<file path="src/rtl/pad_det_pkg.sv">
package pad_det_pkg;

    typedef enum logic [1:0] {
        ST_IDLE,
        ST_SCAN,
        ST_PROBE,
        ST_DONE
    } det_state_e;

    localparam logic [7:0] PAD_MARK = 8'h80;

endpackage

</file>
<file path="src/rtl/pad_len_eval.sv">
// Length rule: decides whether a request may hold the final padding
// and where that padding would start.
module pad_len_eval #(
    parameter int LEN_W = 32
) (
    input  logic [LEN_W-1:0] run_total,
    input  logic [LEN_W-1:0] req_len,
    input  logic [LEN_W-1:0] msg_len,
    output logic             cand,
    output logic [LEN_W-1:0] pad_off
);

    logic [LEN_W-1:0] pad_sz;

    always_comb begin
        pad_sz  = run_total - msg_len;
        cand    = (msg_len <= run_total) && (pad_sz != '0) && (pad_sz <= req_len);
        pad_off = req_len - pad_sz;
    end

endmodule

</file>
<file path="src/rtl/pad_acc_store.sv">
// Running byte total and cached chunk counter.
module pad_acc_store #(
    parameter  int LEN_W      = 32,
    parameter  int MAX_CHUNKS = 16,
    localparam int CNT_W      = $clog2(MAX_CHUNKS + 1)
) (
    input  logic             clk,
    input  logic             rst_n,
    input  logic             add_en,
    input  logic [LEN_W-1:0] add_len,
    input  logic             commit_en,
    input  logic             commit_pad,
    input  logic             commit_chunk,
    output logic [LEN_W-1:0] total,
    output logic [CNT_W-1:0] chunks
);

    localparam logic [CNT_W-1:0] CHUNK_CAP = CNT_W'(MAX_CHUNKS);

    always_ff @(posedge clk) begin
        if (!rst_n) begin
            total  <= '0;
            chunks <= '0;
        end else if (add_en) begin
            total <= total + add_len;
        end else if (commit_en) begin
            if (commit_pad) begin
                total  <= '0;
                chunks <= '0;
            end else if (commit_chunk && (chunks < CHUNK_CAP)) begin
                chunks <= chunks + 1'b1;
            end
        end
    end

    // the chunk count never passes its cap
    p_chunk_cap_r7: assert property (@(posedge clk) disable iff (!rst_n)
        chunks <= CHUNK_CAP);

    // a padded commit leaves an empty accumulator
    p_clear_r6: assert property (@(posedge clk) disable iff (!rst_n)
        (commit_en && commit_pad) |=> (total == '0 && chunks == '0));

    // accept and commit are never in the same cycle
    p_no_overlap_r2: assert property (@(posedge clk) disable iff (!rst_n)
        !(add_en && commit_en));

    // with no add and no commit, the total holds
    p_total_hold_r8: assert property (@(posedge clk) disable iff (!rst_n)
        (!add_en && !commit_en) |=> $stable(total));

endmodule

</file>
<file path="src/rtl/pad_detector.sv">
module pad_detector
    import pad_det_pkg::*;
#(
    parameter  int LEN_W      = 32,
    parameter  int MAX_CHUNKS = 16,
    localparam int CNT_W      = $clog2(MAX_CHUNKS + 1)
) (
    input  logic             clk,
    input  logic             rst_n,
    input  logic             req_valid,
    input  logic             req_sg,
    input  logic [LEN_W-1:0] req_len,
    input  logic [63:0]      req_tail,
    output logic             rd_en,
    output logic [LEN_W-1:0] rd_addr,
    input  logic [7:0]       rd_data,
    output logic             busy,
    output logic             res_valid,
    output logic             res_pad,
    output logic [LEN_W-1:0] res_cut_len,
    output logic [LEN_W-1:0] res_msg_len,
    output logic [LEN_W-1:0] acc_total,
    output logic [CNT_W-1:0] acc_chunks
);

    det_state_e       state_q, state_d;
    logic             sg_q, chk_q, pad_q;
    logic [LEN_W-1:0] len_q, msg_q, cut_q;
    logic             cand, probe_go, accept, chk_now;
    logic             add_en, commit_en, commit_chunk;
    logic [LEN_W-1:0] pad_off;
    logic             unused_tail;

    assign unused_tail = ^{req_tail[63:LEN_W+3], req_tail[2:0]};

    assign accept   = (state_q == ST_IDLE) && req_valid;
    assign chk_now  = req_sg || (acc_chunks != '0);
    assign add_en   = accept && chk_now;
    assign probe_go = chk_q && cand;

    pad_len_eval #(.LEN_W(LEN_W)) eval_i (
        .run_total (acc_total),
        .req_len   (len_q),
        .msg_len   (msg_q),
        .cand      (cand),
        .pad_off   (pad_off)
    );

    pad_acc_store #(.LEN_W(LEN_W), .MAX_CHUNKS(MAX_CHUNKS)) store_i (
        .clk          (clk),
        .rst_n        (rst_n),
        .add_en       (add_en),
        .add_len      (req_len),
        .commit_en    (commit_en),
        .commit_pad   (pad_q),
        .commit_chunk (commit_chunk),
        .total        (acc_total),
        .chunks       (acc_chunks)
    );

    // state register
    always_ff @(posedge clk) begin
        if (!rst_n) state_q <= ST_IDLE;
        else        state_q <= state_d;
    end

    // transitions
    always_comb begin
        state_d = state_q;
        unique case (state_q)
            ST_IDLE:  if (req_valid) state_d = ST_SCAN;
            ST_SCAN:  state_d = probe_go ? ST_PROBE : ST_DONE;
            ST_PROBE: state_d = ST_DONE;
            ST_DONE:  state_d = ST_IDLE;
        endcase
    end

    // outputs
    always_comb begin
        busy         = (state_q != ST_IDLE);
        rd_en        = (state_q == ST_SCAN) && probe_go;
        rd_addr      = pad_off;
        res_valid    = (state_q == ST_DONE);
        commit_en    = (state_q == ST_DONE);
        commit_chunk = sg_q && !pad_q;
        res_pad      = pad_q;
        res_cut_len  = cut_q;
        res_msg_len  = msg_q;
    end

    // request latch and result registers
    always_ff @(posedge clk) begin
        if (!rst_n) begin
            sg_q  <= 1'b0;
            chk_q <= 1'b0;
            pad_q <= 1'b0;
            len_q <= '0;
            msg_q <= '0;
            cut_q <= '0;
        end else if (accept) begin
            sg_q  <= req_sg;
            chk_q <= chk_now;
            pad_q <= 1'b0;
            len_q <= req_len;
            msg_q <= req_tail[LEN_W+2:3];
            cut_q <= req_len;
        end else if (state_q == ST_PROBE && rd_data == PAD_MARK) begin
            pad_q <= 1'b1;
            cut_q <= pad_off;
        end
    end

    // result strobe lasts one cycle
    p_pulse_r9: assert property (@(posedge clk) disable iff (!rst_n)
        res_valid |=> !res_valid);

    // a read stays inside the request buffer
    p_rd_range_r4: assert property (@(posedge clk) disable iff (!rst_n)
        rd_en |-> (rd_addr < len_q));

    // a single read per request
    p_rd_single_r5: assert property (@(posedge clk) disable iff (!rst_n)
        rd_en |=> !rd_en);

    // a confirmed cut lies inside the request
    p_cut_inside_r6: assert property (@(posedge clk) disable iff (!rst_n)
        (res_valid && res_pad) |-> (res_cut_len < len_q));

    // busy is not dropped before the result strobe
    p_busy_hold_r10: assert property (@(posedge clk) disable iff (!rst_n)
        (busy && !res_valid) |=> busy);

endmodule

</file>
<file path="config.mk">
export PLATFORM = sky130hd
export DESIGN_NAME = pad_detector
export DESIGN_NICKNAME = d
export VERILOG_FILES = /design/src/rtl/pad_det_pkg.sv /design/src/rtl/pad_len_eval.sv /design/src/rtl/pad_acc_store.sv /design/src/rtl/pad_detector.sv
export SDC_FILE = /design/constraint.sdc
export NUM_CORES = 1
export LEC_CHECK = 0
export BUFFER_PORTS_ARGS = -buffer_cell sky130_fd_sc_hd__buf_4
export CORE_UTILIZATION = 60
export DETAILED_ROUTE_END_ITERATION = 7
export PLACE_DENSITY = 0.88
export SLEW_MARGIN = 20
export SYNTH_ARGS = -nofsm -noshare
export SYNTH_HDL_FRONTEND = slang
export SYNTH_SLANG_ARGS = --single-unit
</file>
<file path="constraint.sdc">
create_clock -name clk -period 13 [get_ports clk]
set_input_delay 0.65 -clock clk [delete_from_list [all_inputs] [get_ports clk]]
set_output_delay 0.65 -clock clk [all_outputs]
set_load 0.005 [all_outputs]
</file>
==> Word level (Yosys, flattened, before mapping) <==
Cells that the tools add are included.
{ "word_totals": {"reg_bits": 138, "in_bits": 108, "output_inout_bits": 137, "word_cells": 55} }
{ "op_classes": {"addsub": 4, "magnitude_cmp": 3, "eq_ne": 5, "n_mux": 10, "n_bitwise": 2, "n_reduce_logical": 22} }
{ "op_table": {"columns": ["op", "n"], "rows": [
  ["32-bit two-way mux", 5],
  ["32-bit less-or-equal comparator", 2],
  ["32-bit subtractor", 2],
  ["32-bit adder", 1],
  ["32-bit nonzero test", 1],
  ["5-bit two-way mux", 2],
  ["2-bit nonzero test", 5],
  ["1-bit logical AND", 9],
  ["8-bit == test, second input constant", 1],
  ["2-bit case mux with 4 select lines", 1],
  ["5-bit by 1-bit adder with 5-bit output, second input constant", 1],
  ["5-bit less-than comparator, second input constant", 1],
  ["5-bit nonzero test", 1],
  ["2-bit == test, second input constant", 2],
  ["3-bit AND reduction", 1],
  ["2-bit by 1-bit == test with 1-bit output, second input constant", 1],
  ["2-bit logical NOT", 1],
  ["2-bit two-way mux", 1],
  ["2-bit inequality test, second input constant", 1],
  ["1-bit inverter", 2],
  ["2-bit AND reduction", 1],
  ["2-bit OR reduction", 1],
  ["1-bit logical NOT", 1],
  ["1-bit logical OR", 1],
  ["1-bit two-way mux", 1]
]} }

==> Logic depth before layout (Yosys ltp) <==
{ "logic_depth": {"word_depth": 7, "depth_mapped": 23, "depth_no_buf": 23} }

==> By module <==
From an unflattened synthesis, not the netlist that was laid out.
{ "unflattened": {"hier_cells": 1397, "hier_area_um2": 11110.7} }
{ "modules_own_cells": {"columns": ["module", "n_inst", "cells_per_inst", "area_per_inst_um2", "seq_area_each_um2"], "rows": [
  ["pad_detector", 1, 469, 4249.1, 2021.9],
  ["pad_len_eval", 1, 538, 3771.1, 0.0],
  ["pad_acc_store", 1, 390, 3090.5, 740.7]
]} }

==> Worst setup path before layout <==
No wires, ideal clock.
{ "synth_path": {"path_kind": "flip-flop to output port", "startpoint": "register store_i.total[0]", "endpoint": "output port rd_addr[22]", "t_arrival_ns": 4.427, "required_time_ns": 12.350, "setup_slack_ns": 7.923, "stages_incl_launch_ff": 23, "path_buffers": 1, "path_cell_list": "dfxtp_1 inv_1 ha_1 inv_1 fa_1 nand3_1 a21oi_1 or2_2 a21o_1 a21oi_1 xor2_1 ha_1 clkbuf_1 and3_1 and3_1 o311ai_4 a41oi_2 o41a_1 maj3_2 a31o_2 a21o_1 a21oi_1 xnor2_1"} }
{ "synth_between": {"elab_chain_cells": 2} }
{ "synth_lines": {"columns": ["element", "line_no", "rtl"], "rows": [
  ["from (decl)", "pad_acc_store.sv:14", "output logic [LEN_W-1:0] total,"],
  ["from (signal assigned)", "pad_acc_store.sv:25", "total <= total + add_len;"],
  ["32-bit subtractor", "pad_len_eval.sv:16", "pad_sz = run_total - msg_len;"],
  ["32-bit subtractor", "pad_len_eval.sv:18", "pad_off = req_len - pad_sz;"],
  ["to (decl)", "pad_detector.sv:15", "output logic [LEN_W-1:0] rd_addr,"]
]} }
Every way passes these cells.

==> Final worst setup path <==
{ "layout_path": {"startpoint": "register msg_q[8] (netlist: res_msg_len[8])", "endpoint": "output port rd_addr[25]"} }
{ "layout_between": {"elab_chain_cells": 2} }
{ "layout_lines": {"columns": ["element", "line_no", "rtl"], "rows": [
  ["from (decl)", "pad_detector.sv:28", "logic [LEN_W-1:0] len_q, msg_q, cut_q;"],
  ["from (signal assigned)", "pad_detector.sv:105", "msg_q <= req_tail[LEN_W+2:3];"],
  ["32-bit subtractor", "pad_len_eval.sv:16", null],
  ["32-bit subtractor", "pad_len_eval.sv:18", null]
]} }
Every way passes these cells.

==> impl_summary.txt <==
----------------------------------------------------
[Status]
  Status ... completed

[Route]
  Sum of routed wire length over all layers ... roughly 31,000 microns
  First-pass DRT Iterations ... 7
  Drt first-iter violations ... about 1,200
  Routed via count ... about 11,000
  Routed wire per std cell ... approximately 17 microns
  Antenna viol nets, final ... 0
  Post-detailed-route via-to-cell ratio ... ~6.2
  Residual DRC count ... 0

[Global routing]
  Initial antenna violation count ... 0
  Met1 demand-to-capacity share in global routing ... 48.35%
  Maximum number of pins on one net before global-route repair ... slightly above 80
  Wire length of the first global-routing pass ... between 50,000 and 60,000 microns
  Most utilized layer in the global route result ... met2
  GR Overflow Total ... 0
  Routing usage on met3 ... 6.202%
  Met2 Resource Use GR ... 54.54%
  Global routing usage summed across all routing layers ... between 30% and 40%
  Vias in the first global route ... just over 10,000

[Layout]
  Antenna diode count ... 0
  Fraction of layout cells with a size suffix above 1 ... 17.62%
  Net total in the final layout ... about 1,800
  Finished Core Util ... about 76%
  Synthesis-to-layout area growth ... 22.03%
  Multi-input gate area ... just over 7000 sq um
  Storage cell area ... 2763 sq um
  Filler cell count ... 1,264

[Timing]
  Slew at the pin closest to its max-slew limit ... 0.9636 ns
  Final setup fails ... 0
  Slew Limit Fails ... 0
  Clock Skew ... roughly 0.0095 ns
  Worst slew slack as a fraction of its limit ... between 30% and 40%
  Minimum clock period ... roughly 6.4 ns
  Setup TNS Final ... 0 ns
  Final number of hold-violating endpoints ... 0
  Period utilization ... 49.37%
  Max frequency ... 155.8 MHz
  RSZ-0062 raised after global routing ... no

[Power and ir drop]
  Static Leak ... ~5.8 nW
  Total power ... about 0.0035 W
  PwrDens ... 274.3 nW/um^2
  Worst-case vdd ir drop ... around 0.26 mV

[Clock tree]
  Clock buffer depth ... 2
  Clock tree root driver cell ... sky130_fd_sc_hd__clkbuf_16
  Post-CTS Resized ... 0
  TritonCTS clock tree ... done
  Post-CTS Hold Buffers ... 0
  Later-pin clock latency in the skew report ... ~0.43 ns
  Depth of the CTS H-tree ... 4
  Number of setup buffers added after CTS ... 0
  Clock-pin slew of the registers on the worst-case setup and hold paths ... 0.06 ns
  Clock buffers created by TritonCTS ... 17
  Total number of clock tree sinks ... 138

[Synthesis]
  Total nets after synthesis ... ~1,600
  Portion of synthesized cell area occupied by the leading cell type ... approximately a quarter
  Leading post-synthesis cells by cell area ... sky130_fd_sc_hd__dfxtp_1 27%, sky130_fd_sc_hd__ha_1 12%, sky130_fd_sc_hd__nand2_1 8.4%
  Syn. warnings ... 0
  Cell taking the most area after synthesis ... sky130_fd_sc_hd__dfxtp_1
  Sequential area share after synthesis ... about a quarter
  Main flop type after synthesis ... sky130_fd_sc_hd__dfxtp_1
  Mapped Avg Cell Area ... 7.458 sq um
  Synth Cell Area ... 10,400 sq um
  Number of enable-type register cells in the synthesized netlist ... 0
  Fraction of registers with async set or reset after synthesis ... 0%
  Flip-flop and latch count after synthesis ... about 140
  Gate count of the mapped netlist ... between 1,000 and 1,500
  Number of distinct library cells after synthesis ... between 70 and 80

[Floorplan]
  Rows ... 47
  Effective utilization at floorplan ... between 60% and 70%
  Total I/O pin count ... around 250
  Die Ht ... around 130 microns
  Total die area ... about 18,000 sq um
  Total core area ... roughly 17,000 sq um
  Die width ... ~130 microns

[Worst setup path]
  Critical path class ... flop to output pin
  WP data required ... between 10 and 15 ns
  Signal arrival time at the worst endpoint ... ~5.8 ns
  Largest fanout on the critical path ... 7
  Crit end category ... output pin
  R2R Path Start ... res_msg_len[8]
  Source of the critical timing path ... res_msg_len[8]
  Nature of the critical path startpoint ... flop

[Placed design]
  Total of buffers placed on input and output ports ... around 210
  Placed wire-length estimate after detailed placement ... about 23,000 microns
  RD Place Congestion ... between 1 and 1.5

[Min path]
  Hold path startpoint ... sg_q
  Classification of the worst-slack hold path ... flop to flop

[Flow run]
  Max-cap violations ... 0

----------------------------------------------------
-- cell type report --
cell class	instances	share of cell area, %
inverters	76	2.257
well taps	220	2.168
clock buffers	21	3.706
clock inverters	10	0.9165
multi-input cells	1120	56.30
repair buffers	218	12.89
flip-flops and latches	138	21.76
-- synthesized netlist by cell type (10+ instances only) --
cell,count
sky130_fd_sc_hd__nor3_1,17
sky130_fd_sc_hd__nor2b_1,11
sky130_fd_sc_hd__inv_1,75
sky130_fd_sc_hd__and3_1,16
sky130_fd_sc_hd__a31oi_1,12
sky130_fd_sc_hd__clkbuf_1,58
sky130_fd_sc_hd__o21ai_0,69
sky130_fd_sc_hd__o21bai_1,11
sky130_fd_sc_hd__o21a_1,16
sky130_fd_sc_hd__a21o_1,35
sky130_fd_sc_hd__or3_1,10
sky130_fd_sc_hd__xnor2_1,46
sky130_fd_sc_hd__a211oi_1,10
sky130_fd_sc_hd__a21oi_1,168
sky130_fd_sc_hd__nor2_1,113
sky130_fd_sc_hd__nand3_1,27
sky130_fd_sc_hd__a311oi_1,15
sky130_fd_sc_hd__ha_1,101
sky130_fd_sc_hd__xor2_1,28
sky130_fd_sc_hd__nand4_1,21
sky130_fd_sc_hd__a22oi_1,25
sky130_fd_sc_hd__dfxtp_1,138
sky130_fd_sc_hd__nand2_1,232
-- kinds of logic (layout without fill, tap and decap cells) --
group	count (synthesis)	in the layout	synth area share [%]
and+or+nand+nor	498	498	21.48
AOI/OAI and AO/OA	430	430	26.60
DFF	138	138	26.55
buffers and inverters	137	325	4.967
adders and majority gates	106	106	12.93
xor gates and xnor gates	75	75	6.386
muxes	11	11	1.082
-- placed cells by master, fill, tap and decap left out, types with 10 or more instances in the layout --
cell type	netlist	routed
sky130_fd_sc_hd__or3_1	10	10
sky130_fd_sc_hd__xnor2_1	46	46
sky130_fd_sc_hd__and3_1	16	16
sky130_fd_sc_hd__o21bai_1	11	11
sky130_fd_sc_hd__nor3_1	17	17
sky130_fd_sc_hd__a22oi_1	25	25
sky130_fd_sc_hd__a31oi_1	12	12
sky130_fd_sc_hd__clkbuf_16	0	17
sky130_fd_sc_hd__nor2_1	113	113
sky130_fd_sc_hd__xor2_1	28	28
sky130_fd_sc_hd__nand4_1	21	21
sky130_fd_sc_hd__a21o_1	35	35
sky130_fd_sc_hd__buf_4	0	218
sky130_fd_sc_hd__o21a_1	16	16
sky130_fd_sc_hd__nor2b_1	11	11
sky130_fd_sc_hd__o21ai_0	69	69
sky130_fd_sc_hd__nand2_1	232	231
sky130_fd_sc_hd__ha_1	101	101
sky130_fd_sc_hd__nand3_1	27	27
sky130_fd_sc_hd__dfxtp_1	138	138
sky130_fd_sc_hd__a211oi_1	10	10
sky130_fd_sc_hd__a311oi_1	15	15
sky130_fd_sc_hd__a21oi_1	168	166
sky130_fd_sc_hd__inv_1	75	75
-- state kept, by name, summed over array words and instances (netlist names) --
register,flops
len_q,32
res_cut_len,32
res_msg_len,32
store_i.total,32
store_i.chunks,5
state_q,2
chk_q,1
res_pad,1
sg_q,1
-- where the power goes --
group	internal (W)	leakage, nW	switching, W
Clock	0.000297	0.286	0.000194
Combinational	0.00104	4.38	0.00137
Sequential	0.000509	1.13	0.0000677
-- per-stage QoR --
stage / cells / cell area (sq um) / setup slack, ns / hold WS [ns]
after global placement: 1772 / 12110 / 7.370 / 0.4396
final: 1803 / 12700 / 6.583 / 0.4556
after global routing: 1803 / 12700 / 6.246 / 0.4661
after CTS: 1803 / 12700 / 6.706 / 0.4537
after detailed placement: 1772 / 12110 / 7.292 / 0.4468
after floorplan: 1395 / 10400 / 7.923 / 0.4318
-- metal layers --
metal / vias to the layer above / wire length [microns]
met1: 5091 / 13910
met5: - / 0
li1: 5336 / -
met3: 82 / 3067
met4: 0 / 874
met2: 610 / 13590
-- worst max-delay path: stages (launching register included) --
cell and delay (ns):
sky130_fd_sc_hd__dfxtp_1 0.35, sky130_fd_sc_hd__inv_1 0.08, sky130_fd_sc_hd__ha_1 0.41, sky130_fd_sc_hd__a21oi_1 0.18
sky130_fd_sc_hd__o21ai_0 0.17, sky130_fd_sc_hd__a31oi_1 0.37, sky130_fd_sc_hd__nand2_1 0.17, sky130_fd_sc_hd__a21o_1 0.25
sky130_fd_sc_hd__a21o_1 0.19, sky130_fd_sc_hd__a21oi_1 0.17, sky130_fd_sc_hd__xnor2_1 0.20, sky130_fd_sc_hd__inv_1 0.08
sky130_fd_sc_hd__ha_1 0.38, sky130_fd_sc_hd__nand2_1 0.12, sky130_fd_sc_hd__nor3_1 0.08, sky130_fd_sc_hd__o2111ai_1 0.10
sky130_fd_sc_hd__o21a_1 0.18, sky130_fd_sc_hd__a31oi_1 0.13, sky130_fd_sc_hd__o41a_1 0.44, sky130_fd_sc_hd__a2111oi_1 0.60
sky130_fd_sc_hd__o31ai_1 0.19, sky130_fd_sc_hd__xnor2_1 0.31, sky130_fd_sc_hd__buf_4 0.17
-- path summary, 6_finish.rpt --
path / slack, ns / cells after the start / to
hold reg to reg: 0.46 / 2 / sg_q
hold / removal: 0.46 / 2 / sg_q
setup reg to reg: 7.55 / 23 / res_cut_len[25]
setup / recovery: 6.58 / 22 / rd_addr[25]
(Power assumes the default switching activity.)
